`config.mk`:
```
export PLATFORM = sky130hd
export DESIGN_NAME = smb_gpio_expander
export DESIGN_NICKNAME = d
export VERILOG_FILES = /design/src/rtl/smbx_pkg.sv /design/src/rtl/smbx_line_sync.sv /design/src/rtl/smbx_low_timer.sv /design/src/rtl/smb_gpio_expander.sv
export SDC_FILE = /design/constraint.sdc
export NUM_CORES = 1
export LEC_CHECK = 0
export BUFFER_PORTS_ARGS = -buffer_cell sky130_fd_sc_hd__clkbuf_2
export CORE_UTILIZATION = 34
export DETAILED_ROUTE_END_ITERATION = 12
export RECOVER_POWER = 25
export SYNTH_ARGS = -nofsm -noshare
export SYNTH_HDL_FRONTEND = slang
export SYNTH_SLANG_ARGS = --single-unit
```
`constraint.sdc`:
```
create_clock -name clk -period 4.8 [get_ports clk]
set_input_delay 0.72 -clock clk [delete_from_list [all_inputs] [get_ports clk]]
set_output_delay 0.72 -clock clk [all_outputs]
set_load 0.02 [all_outputs]
```
`src/rtl/smbx_pkg.sv`:
```
package smbx_pkg;
    localparam int BYTE_W    = 8;
    localparam int ADDR_W    = 7;
    localparam int BIT_CNT_W = $clog2(BYTE_W + 1);

    typedef enum logic [2:0] {
        ST_IDLE,
        ST_ADDR,
        ST_ADDR_ACK,
        ST_WR_BITS,
        ST_WR_ACK,
        ST_RD_BITS,
        ST_RD_ACK,
        ST_HOLD
    } bus_st_e;

    typedef struct packed {
        bus_st_e               st;
        logic [BIT_CNT_W-1:0]  cnt;
        logic [BYTE_W-1:0]     sh;
        logic                  rw;
        logic                  mack;
        logic                  drv;
        logic [BYTE_W-1:0]     gout;
    } ctl_s;
endpackage

```
`src/rtl/smbx_line_sync.sv`:
```
module smbx_line_sync #(
    parameter int LINES  = 2,
    parameter int STAGES = 2
) (
    input  logic             clk,
    input  logic             rst_n,
    input  logic [LINES-1:0] raw_i,
    output logic [LINES-1:0] level_o,
    output logic [LINES-1:0] rise_o,
    output logic [LINES-1:0] fall_o
);
    for (genvar g = 0; g < LINES; g++) begin : g_line
        // pipe[STAGES-1:0] is the synchronizer, pipe[STAGES] the previous level
        logic [STAGES:0] pipe_d, pipe_q;

        always_comb pipe_d = {pipe_q[STAGES-1:0], raw_i[g]};

        always_ff @(posedge clk or negedge rst_n) begin
            if (!rst_n) pipe_q <= '1;
            else        pipe_q <= pipe_d;
        end

        assign level_o[g] = pipe_q[STAGES-1];
        assign rise_o[g]  = pipe_q[STAGES-1] & ~pipe_q[STAGES];
        assign fall_o[g]  = ~pipe_q[STAGES-1] & pipe_q[STAGES];
    end
endmodule

```
`src/rtl/smbx_low_timer.sv`:
```
module smbx_low_timer #(
    parameter int unsigned LIMIT = 1000
) (
    input  logic clk,
    input  logic rst_n,
    input  logic level_i,
    output logic expire_o
);
    localparam int CW = $clog2(LIMIT + 1);

    logic [CW-1:0] cnt_d, cnt_q;

    always_comb begin
        cnt_d = cnt_q;
        if (level_i)                   cnt_d = '0;
        else if (cnt_q != CW'(LIMIT))  cnt_d = cnt_q + 1'b1;
    end

    always_ff @(posedge clk or negedge rst_n) begin
        if (!rst_n) cnt_q <= '0;
        else        cnt_q <= cnt_d;
    end

    // one pulse per low period, the counter then saturates
    assign expire_o = !level_i && (cnt_q == CW'(LIMIT - 1));
endmodule

```
`src/rtl/smb_gpio_expander.sv`:
```
module smb_gpio_expander
    import smbx_pkg::*;
#(
    parameter logic [ADDR_W-1:0] SLAVE_ADDR = 7'h00,
    parameter int unsigned       CLK_HZ     = 125_000_000,
    parameter int unsigned       TMO_US     = 25_000
) (
    input  logic              clk,
    input  logic              rst_n,
    input  logic              scl_in,
    input  logic              sda_in,
    output logic              sda_pull_low,
    input  logic [BYTE_W-1:0] gpio_in,
    output logic [BYTE_W-1:0] gpio_out
);
    localparam int unsigned         TMO_CYC  = (CLK_HZ / 1_000_000) * TMO_US;
    localparam logic [BIT_CNT_W-1:0] FULL_CNT = BIT_CNT_W'(BYTE_W);

    logic [1:0] lvl, rise, fall;
    logic       scl_s, sda_s, scl_up, scl_dn, start_ev, stop_ev, tmo;

    smbx_line_sync #(.LINES(2), .STAGES(2)) sync_i (
        .clk     (clk),
        .rst_n   (rst_n),
        .raw_i   ({sda_in, scl_in}),
        .level_o (lvl),
        .rise_o  (rise),
        .fall_o  (fall)
    );

    smbx_low_timer #(.LIMIT(TMO_CYC)) timer_i (
        .clk      (clk),
        .rst_n    (rst_n),
        .level_i  (scl_s),
        .expire_o (tmo)
    );

    assign scl_s    = lvl[0];
    assign sda_s    = lvl[1];
    assign scl_up   = rise[0];
    assign scl_dn   = fall[0];
    assign start_ev = fall[1] & lvl[0];
    assign stop_ev  = rise[1] & lvl[0];

    ctl_s c_d, c_q;

    always_comb begin
        c_d = c_q;
        if (tmo) begin
            c_d.st  = ST_IDLE;
            c_d.drv = 1'b0;
            c_d.cnt = '0;
        end else if (start_ev) begin
            c_d.st  = ST_ADDR;
            c_d.drv = 1'b0;
            c_d.cnt = '0;
        end else if (stop_ev) begin
            c_d.st  = ST_IDLE;
            c_d.drv = 1'b0;
            c_d.cnt = '0;
        end else begin
            unique case (c_q.st)
                ST_ADDR: begin
                    if (scl_up) begin
                        c_d.sh  = {c_q.sh[BYTE_W-2:0], sda_s};
                        c_d.cnt = c_q.cnt + 1'b1;
                    end else if (scl_dn && c_q.cnt == FULL_CNT) begin
                        c_d.cnt = '0;
                        if (c_q.sh[BYTE_W-1:1] == SLAVE_ADDR) begin
                            c_d.st  = ST_ADDR_ACK;
                            c_d.rw  = c_q.sh[0];
                            c_d.drv = 1'b1;
                        end else begin
                            c_d.st  = ST_HOLD;
                        end
                    end
                end
                ST_ADDR_ACK: begin
                    if (scl_up && c_q.rw) begin
                        c_d.sh = gpio_in;
                    end else if (scl_dn) begin
                        if (c_q.rw) begin
                            c_d.st  = ST_RD_BITS;
                            c_d.drv = ~c_q.sh[BYTE_W-1];
                        end else begin
                            c_d.st  = ST_WR_BITS;
                            c_d.drv = 1'b0;
                        end
                    end
                end
                ST_WR_BITS: begin
                    if (scl_up) begin
                        c_d.sh  = {c_q.sh[BYTE_W-2:0], sda_s};
                        c_d.cnt = c_q.cnt + 1'b1;
                    end else if (scl_dn && c_q.cnt == FULL_CNT) begin
                        c_d.gout = c_q.sh;
                        c_d.drv  = 1'b1;
                        c_d.cnt  = '0;
                        c_d.st   = ST_WR_ACK;
                    end
                end
                ST_WR_ACK: begin
                    if (scl_dn) begin
                        c_d.drv = 1'b0;
                        c_d.st  = ST_WR_BITS;
                    end
                end
                ST_RD_BITS: begin
                    if (scl_up) begin
                        c_d.cnt = c_q.cnt + 1'b1;
                    end else if (scl_dn) begin
                        if (c_q.cnt == FULL_CNT) begin
                            c_d.drv = 1'b0;
                            c_d.cnt = '0;
                            c_d.st  = ST_RD_ACK;
                        end else begin
                            c_d.sh  = {c_q.sh[BYTE_W-2:0], 1'b0};
                            c_d.drv = ~c_q.sh[BYTE_W-2];
                        end
                    end
                end
                ST_RD_ACK: begin
                    if (scl_up) begin
                        c_d.mack = ~sda_s;
                        if (!sda_s) c_d.sh = gpio_in;
                    end else if (scl_dn) begin
                        if (c_q.mack) begin
                            c_d.st  = ST_RD_BITS;
                            c_d.drv = ~c_q.sh[BYTE_W-1];
                        end else begin
                            c_d.st  = ST_HOLD;
                        end
                    end
                end
                default: ;
            endcase
        end
    end

    always_ff @(posedge clk or negedge rst_n) begin
        if (!rst_n) begin
            c_q    <= '0;
            c_q.st <= ST_IDLE;
        end else begin
            c_q <= c_d;
        end
    end

    assign sda_pull_low = c_q.drv;
    assign gpio_out     = c_q.gout;


    pull_while_scl_low_chk: assert property (@(posedge clk) disable iff (!rst_n)
        $rose(c_q.drv) |-> !scl_s);


    gpio_update_with_ack_chk: assert property (@(posedge clk) disable iff (!rst_n)
        !$stable(c_q.gout) |-> c_q.drv);


    timeout_release_chk: assert property (@(posedge clk) disable iff (!rst_n)
        tmo |=> (c_q.st == ST_IDLE && !c_q.drv));


    hold_is_silent_chk: assert property (@(posedge clk) disable iff (!rst_n)
        (c_q.st == ST_HOLD) |-> !c_q.drv);


    addr_ack_pulls_chk: assert property (@(posedge clk) disable iff (!rst_n)
        (c_q.st == ST_ADDR_ACK) |-> c_q.drv);
endmodule

```
==> impl_metrics.xml <==
<?xml version="1.0" encoding="UTF-8"?>
<metrics>
  <group name="sta">
    <metric name="final_min_period_over_clock_period" unit="%">64.2</metric>
    <metric name="timing.final.hold_violations" unit="">0</metric>
    <metric name="worst_clock_skew" unit="ns">0.0133</metric>
    <metric name="fmaxAchievable" unit="MHz">324</metric>
    <metric name="period_needed" unit="ns">3.08</metric>
    <metric name="finalSetupViolations" unit="">0</metric>
    <metric name="unrepaired_setup_endpoints_after_global_routing" unit="">no</metric>
    <metric name="relSlewSlack" unit="%">-93.2</metric>
    <metric name="final-max-slew-violation-count" unit="">55</metric>
    <metric name="worst_slack" unit="ns">1.72</metric>
    <metric name="totalNegativeSetupSlack" unit="ns">0</metric>
    <metric name="max_slew.worst_pin.slew" unit="ns">2.90</metric>
  </group>
  <group name="route">
    <metric name="viasPerCell" unit="">5.31</metric>
    <metric name="drt_drc_violations_left" unit="">0</metric>
    <metric name="final_ant_viol_nets" unit="">0</metric>
    <metric name="drt-pass1-iter-count" unit="">4</metric>
    <metric name="drt_total_wl" unit="um">5760</metric>
    <metric name="wl_per_cell" unit="um">14.1</metric>
    <metric name="number_of_vias_after_detailed_routing" unit="">2167</metric>
    <metric name="drt_first_iter_violations" unit="">84</metric>
  </group>
  <group name="synthesis">
    <metric name="synth-edff-count" unit="">0</metric>
    <metric name="synth_nets" unit="">311</metric>
    <metric name="ys_types" unit="">55</metric>
    <metric name="postSynthRegisterBits" unit="">54</metric>
    <metric name="synthesis.area_per_instance" unit="sq um">10.3</metric>
    <metric name="ys_seq_area_share" unit="%">45.2</metric>
    <metric name="synthCells" unit="">293</metric>
    <metric name="mappedNetlistArea" unit="sq mm">0.00300</metric>
    <metric name="postSynth.asyncResetShare" unit="%">100</metric>
    <metric name="yosys_warnings" unit="">0</metric>
    <metric name="most_used_dff_post_synth" unit="">dfrtp_1</metric>
  </group>
  <group name="floorplanning">
    <metric name="start_util" unit="%">35.8</metric>
    <metric name="die-width" unit="um">96</metric>
    <metric name="die_area" unit="sq mm">0.00922</metric>
    <metric name="rows" unit="">33</metric>
    <metric name="die_h" unit="um">96</metric>
    <metric name="boundaryPins" unit="">21</metric>
    <metric name="core_area" unit="sq mm">0.00838</metric>
  </group>
  <group name="setup_path">
    <metric name="worstPathBufferInverterCount" unit="">2</metric>
    <metric name="path_max_fanout" unit="">54</metric>
    <metric name="r2r_end" unit="">c_q[23]$_DFFE_PN0P_</metric>
    <metric name="r2r_cells" unit="">6</metric>
    <metric name="r2r_setup_slack" unit="ns">1.72</metric>
    <metric name="critical-path-top-delay-family" unit="">buffers and inverters</metric>
    <metric name="slowest_delay" unit="ns">2.03</metric>
    <metric name="arrival" unit="ns">2.87</metric>
    <metric name="worst_ep_required_time" unit="ns">4.59</metric>
    <metric name="end_kind" unit="">async pin</metric>
    <metric name="worst-setup-path-type" unit="">primary input to async pin</metric>
    <metric name="critical_r2r_launch" unit="">sync_i.g_line[0].pipe_q[1]$_DFF_PN1_</metric>
    <metric name="cells_traversed_along_the_worst_timing_path" unit="">clkbuf_2 -&gt; clkbuf_1</metric>
    <metric name="critical_path.slowest_cell" unit="">clkbuf_1</metric>
    <metric name="timing.critical_path.from_type" unit="">primary input</metric>
  </group>
  <group name="layout">
    <metric name="layout_commonest_cell" unit="">dfrtp_1</metric>
    <metric name="layout.cell_area.non_filler" unit="sq mm">0.00322</metric>
    <metric name="drive_above_1_share" unit="%">21.8</metric>
    <metric name="commonest_cells_after_routing_fill_and_taps_aside" unit="">dfrtp_1 (48), nor2_1 (29), mux2_2 (24)</metric>
    <metric name="num-nets-final" unit="">320</metric>
    <metric name="final.fill_count" unit="">845</metric>
    <metric name="insertedDiodeCount" unit="">0</metric>
    <metric name="area.growth.synth_to_final" unit="%">7.08</metric>
  </group>
  <group name="pwr">
    <metric name="peakVddDrop" unit="mV">0.129</metric>
    <metric name="swShare" unit="%">28.4</metric>
    <metric name="power.clock.fraction" unit="%">26.7</metric>
    <metric name="combPwrFrac" unit="%">14.9</metric>
    <metric name="power.static_leakage" unit="nW">1.33</metric>
    <metric name="sequentialPowerShare" unit="%">58.4</metric>
    <metric name="cell_internal_pwr" unit="mW">0.680</metric>
    <metric name="power_density" unit="mW/mm^2">295</metric>
    <metric name="power.switching" unit="mW">0.270</metric>
    <metric name="power.total" unit="mW">0.950</metric>
  </group>
  <group name="grt">
    <metric name="grt_first_pass_wirelength" unit="um">10200</metric>
    <metric name="grt_util_all_layers" unit="%">14.2</metric>
    <metric name="globalRouteMet1Util" unit="%">19.9</metric>
    <metric name="maximum_number_of_pins_on_one_net_before_global_route_repair" unit="">55</metric>
    <metric name="met3_resource_use_gr" unit="%">2.69</metric>
    <metric name="vias_in_the_first_global_route" unit="">2128</metric>
    <metric name="grtUsageMet2" unit="%">22.2</metric>
    <metric name="globalRoute.busiestLayer" unit="">met2</metric>
    <metric name="antenna_found_initial" unit="">0</metric>
    <metric name="global_route_congestion_overflow_total" unit="">0</metric>
  </group>
  <group name="clock_network">
    <metric name="cts.reportedPaths.clkPinSlew" unit="ns">0.09</metric>
    <metric name="post_cts_buffers" unit="">0</metric>
    <metric name="numClockSinks" unit="">54</metric>
    <metric name="cts.htree.levels" unit="">2</metric>
    <metric name="cts_inserted_buffers" unit="">5</metric>
    <metric name="clock_tree.buffer_depth" unit="">2</metric>
    <metric name="tritoncts" unit="">yes</metric>
    <metric name="clock_root_buffer" unit="">clkbuf_8</metric>
    <metric name="cts_hold_buffers" unit="">0</metric>
    <metric name="clock_latency_at_the_later_pin_of_the_worst_skew_pair" unit="ns">0.31</metric>
    <metric name="cts_resized" unit="">0</metric>
  </group>
  <group name="worst_hold_path">
    <metric name="worst_hold_path_type" unit="">register to register</metric>
    <metric name="min_from" unit="">sync_i.g_line[1].pipe_q[0]$_DFF_PN1_</metric>
    <metric name="min_path_cells" unit="">0</metric>
    <metric name="worst_hold_path.endpoint" unit="">sync_i.g_line[1].pipe_q[1]$_DFF_PN1_</metric>
  </group>
  <group name="placement">
    <metric name="postPlaceCellArea" unit="sq mm">0.00313</metric>
    <metric name="dp_worst_setup_slack" unit="ns">2.05</metric>
    <metric name="dp_hpwl" unit="um">4030</metric>
    <metric name="gp_congestion" unit="">0.852</metric>
    <metric name="io_buffer_count" unit="">20</metric>
  </group>
  <group name="flow_run">
    <metric name="timing.max_cap.violations" unit="">1</metric>
  </group>
  <group name="run_status">
    <metric name="status" unit="">complete, but fails checks</metric>
    <metric name="violations" unit="">max-capacitance violations, max-slew violations</metric>
  </group>
</metrics>
[cells by family after synthesis]
family | after synthesis | share of synthesized area (%)
AO/OA/AOI/OAI | 49 | 11.0
multiplexers | 26 | 9.66
flip-flops | 54 | 45.2
buffers and inverters | 36 | 5.87
AND/OR/NAND/NOR | 103 | 20.2
adder cells (fa/ha/maj) | 6 | 2.50
XOR/XNOR | 19 | 5.54
[power groups by stage]
stage | Sequential (mW) | Combinational (mW) | Clock, mW
finish | 0.555 | 0.142 | 0.254
global route | 0.564 | 0.159 | 0.287
CTS | 0.556 | 0.145 | 0.268
detailed placement | 0.565 | 0.144 | 0
global placement | 0.564 | 0.142 | 0
floorplan | 0.538 | 0.119 | 0
[per-layer routing]
| metal | vias to the layer above | part of all wire, % |
|---|---|---|
| met2 | 43 | 44 |
| met5 | - | 0 |
| met1 | 1067 | 50 |
| met4 | 0 | 1.1 |
| met3 | 7 | 4.5 |
| li1 | 1050 | - |
[layout make-up]
cell class	instances	area (sq um)	share of cell area (%)
clock buffers	5	68.8	2.14
clock inverters	3	21.3	0.661
inverters	17	63.8	1.98
multi-input cells	203	1470	45.7
flip-flops and latches	54	1360	42.2
well taps	105	131	4.08
repair buffers	21	104	3.23
[worst max-delay path by stage]
stage | slack, ns | endpoint | depth (start not counted) | from
floorplan | 2.60 | c_q[23]$_DFFE_PN0P_ | 8 | sync_i.g_line[0].pipe_q[1]$_DFF_PN1_
global placement | 2.13 | c_q[23]$_DFFE_PN0P_ | 6 | sync_i.g_line[0].pipe_q[1]$_DFF_PN1_
detailed placement | 2.05 | c_q[23]$_DFFE_PN0P_ | 6 | sync_i.g_line[0].pipe_q[1]$_DFF_PN1_
CTS | 2.03 | c_q[23]$_DFFE_PN0P_ | 6 | sync_i.g_line[0].pipe_q[1]$_DFF_PN1_
global route | 0.98 | timer_i.cnt_q[0]$_DFFE_PN0P_ | 2 | rst_n
finish | 1.72 | timer_i.cnt_q[0]$_DFFE_PN0P_ | 2 | rst_n
[cells in the mapped netlist (7+ instances only)]
cell type / instances / share of area [%]
dfrtp_1: 48 / 40
nor2_1: 29 / 3.6
mux2_2: 24 / 9.0
inv_1: 17 / 2.1
a21oi_1: 12 / 2.0
nand3_1: 12 / 2.0
xnor2_1: 12 / 3.5
o21ai_0: 11 / 1.8
buf_4: 9 / 2.2
nand2_1: 9 / 1.1
nor3_1: 8 / 1.3
xor2_1: 7 / 2.0
[flip-flops by register name (all words and copies together), names as in the netlist]
name,cells
gpio_out,8
sda_pull_low,1
c_q,17
timer_i.cnt_q,22
sync_i.g_line.pipe_q,6
[through the flow]
step | hold WS [ns] | utilization [%] | cells
6_report | 0.365 | 38.4 | 408
5_1_grt | 0.369 | 38.4 | 408
4_1_cts | 0.362 | 38.4 | 408
3_5_place_dp | 0.347 | 37.3 | 400
3_3_place_gp | 0.348 | 37.3 | 400
2_1_floorplan | 0.345 | - | 293
(Power assumes the default switching activity.)
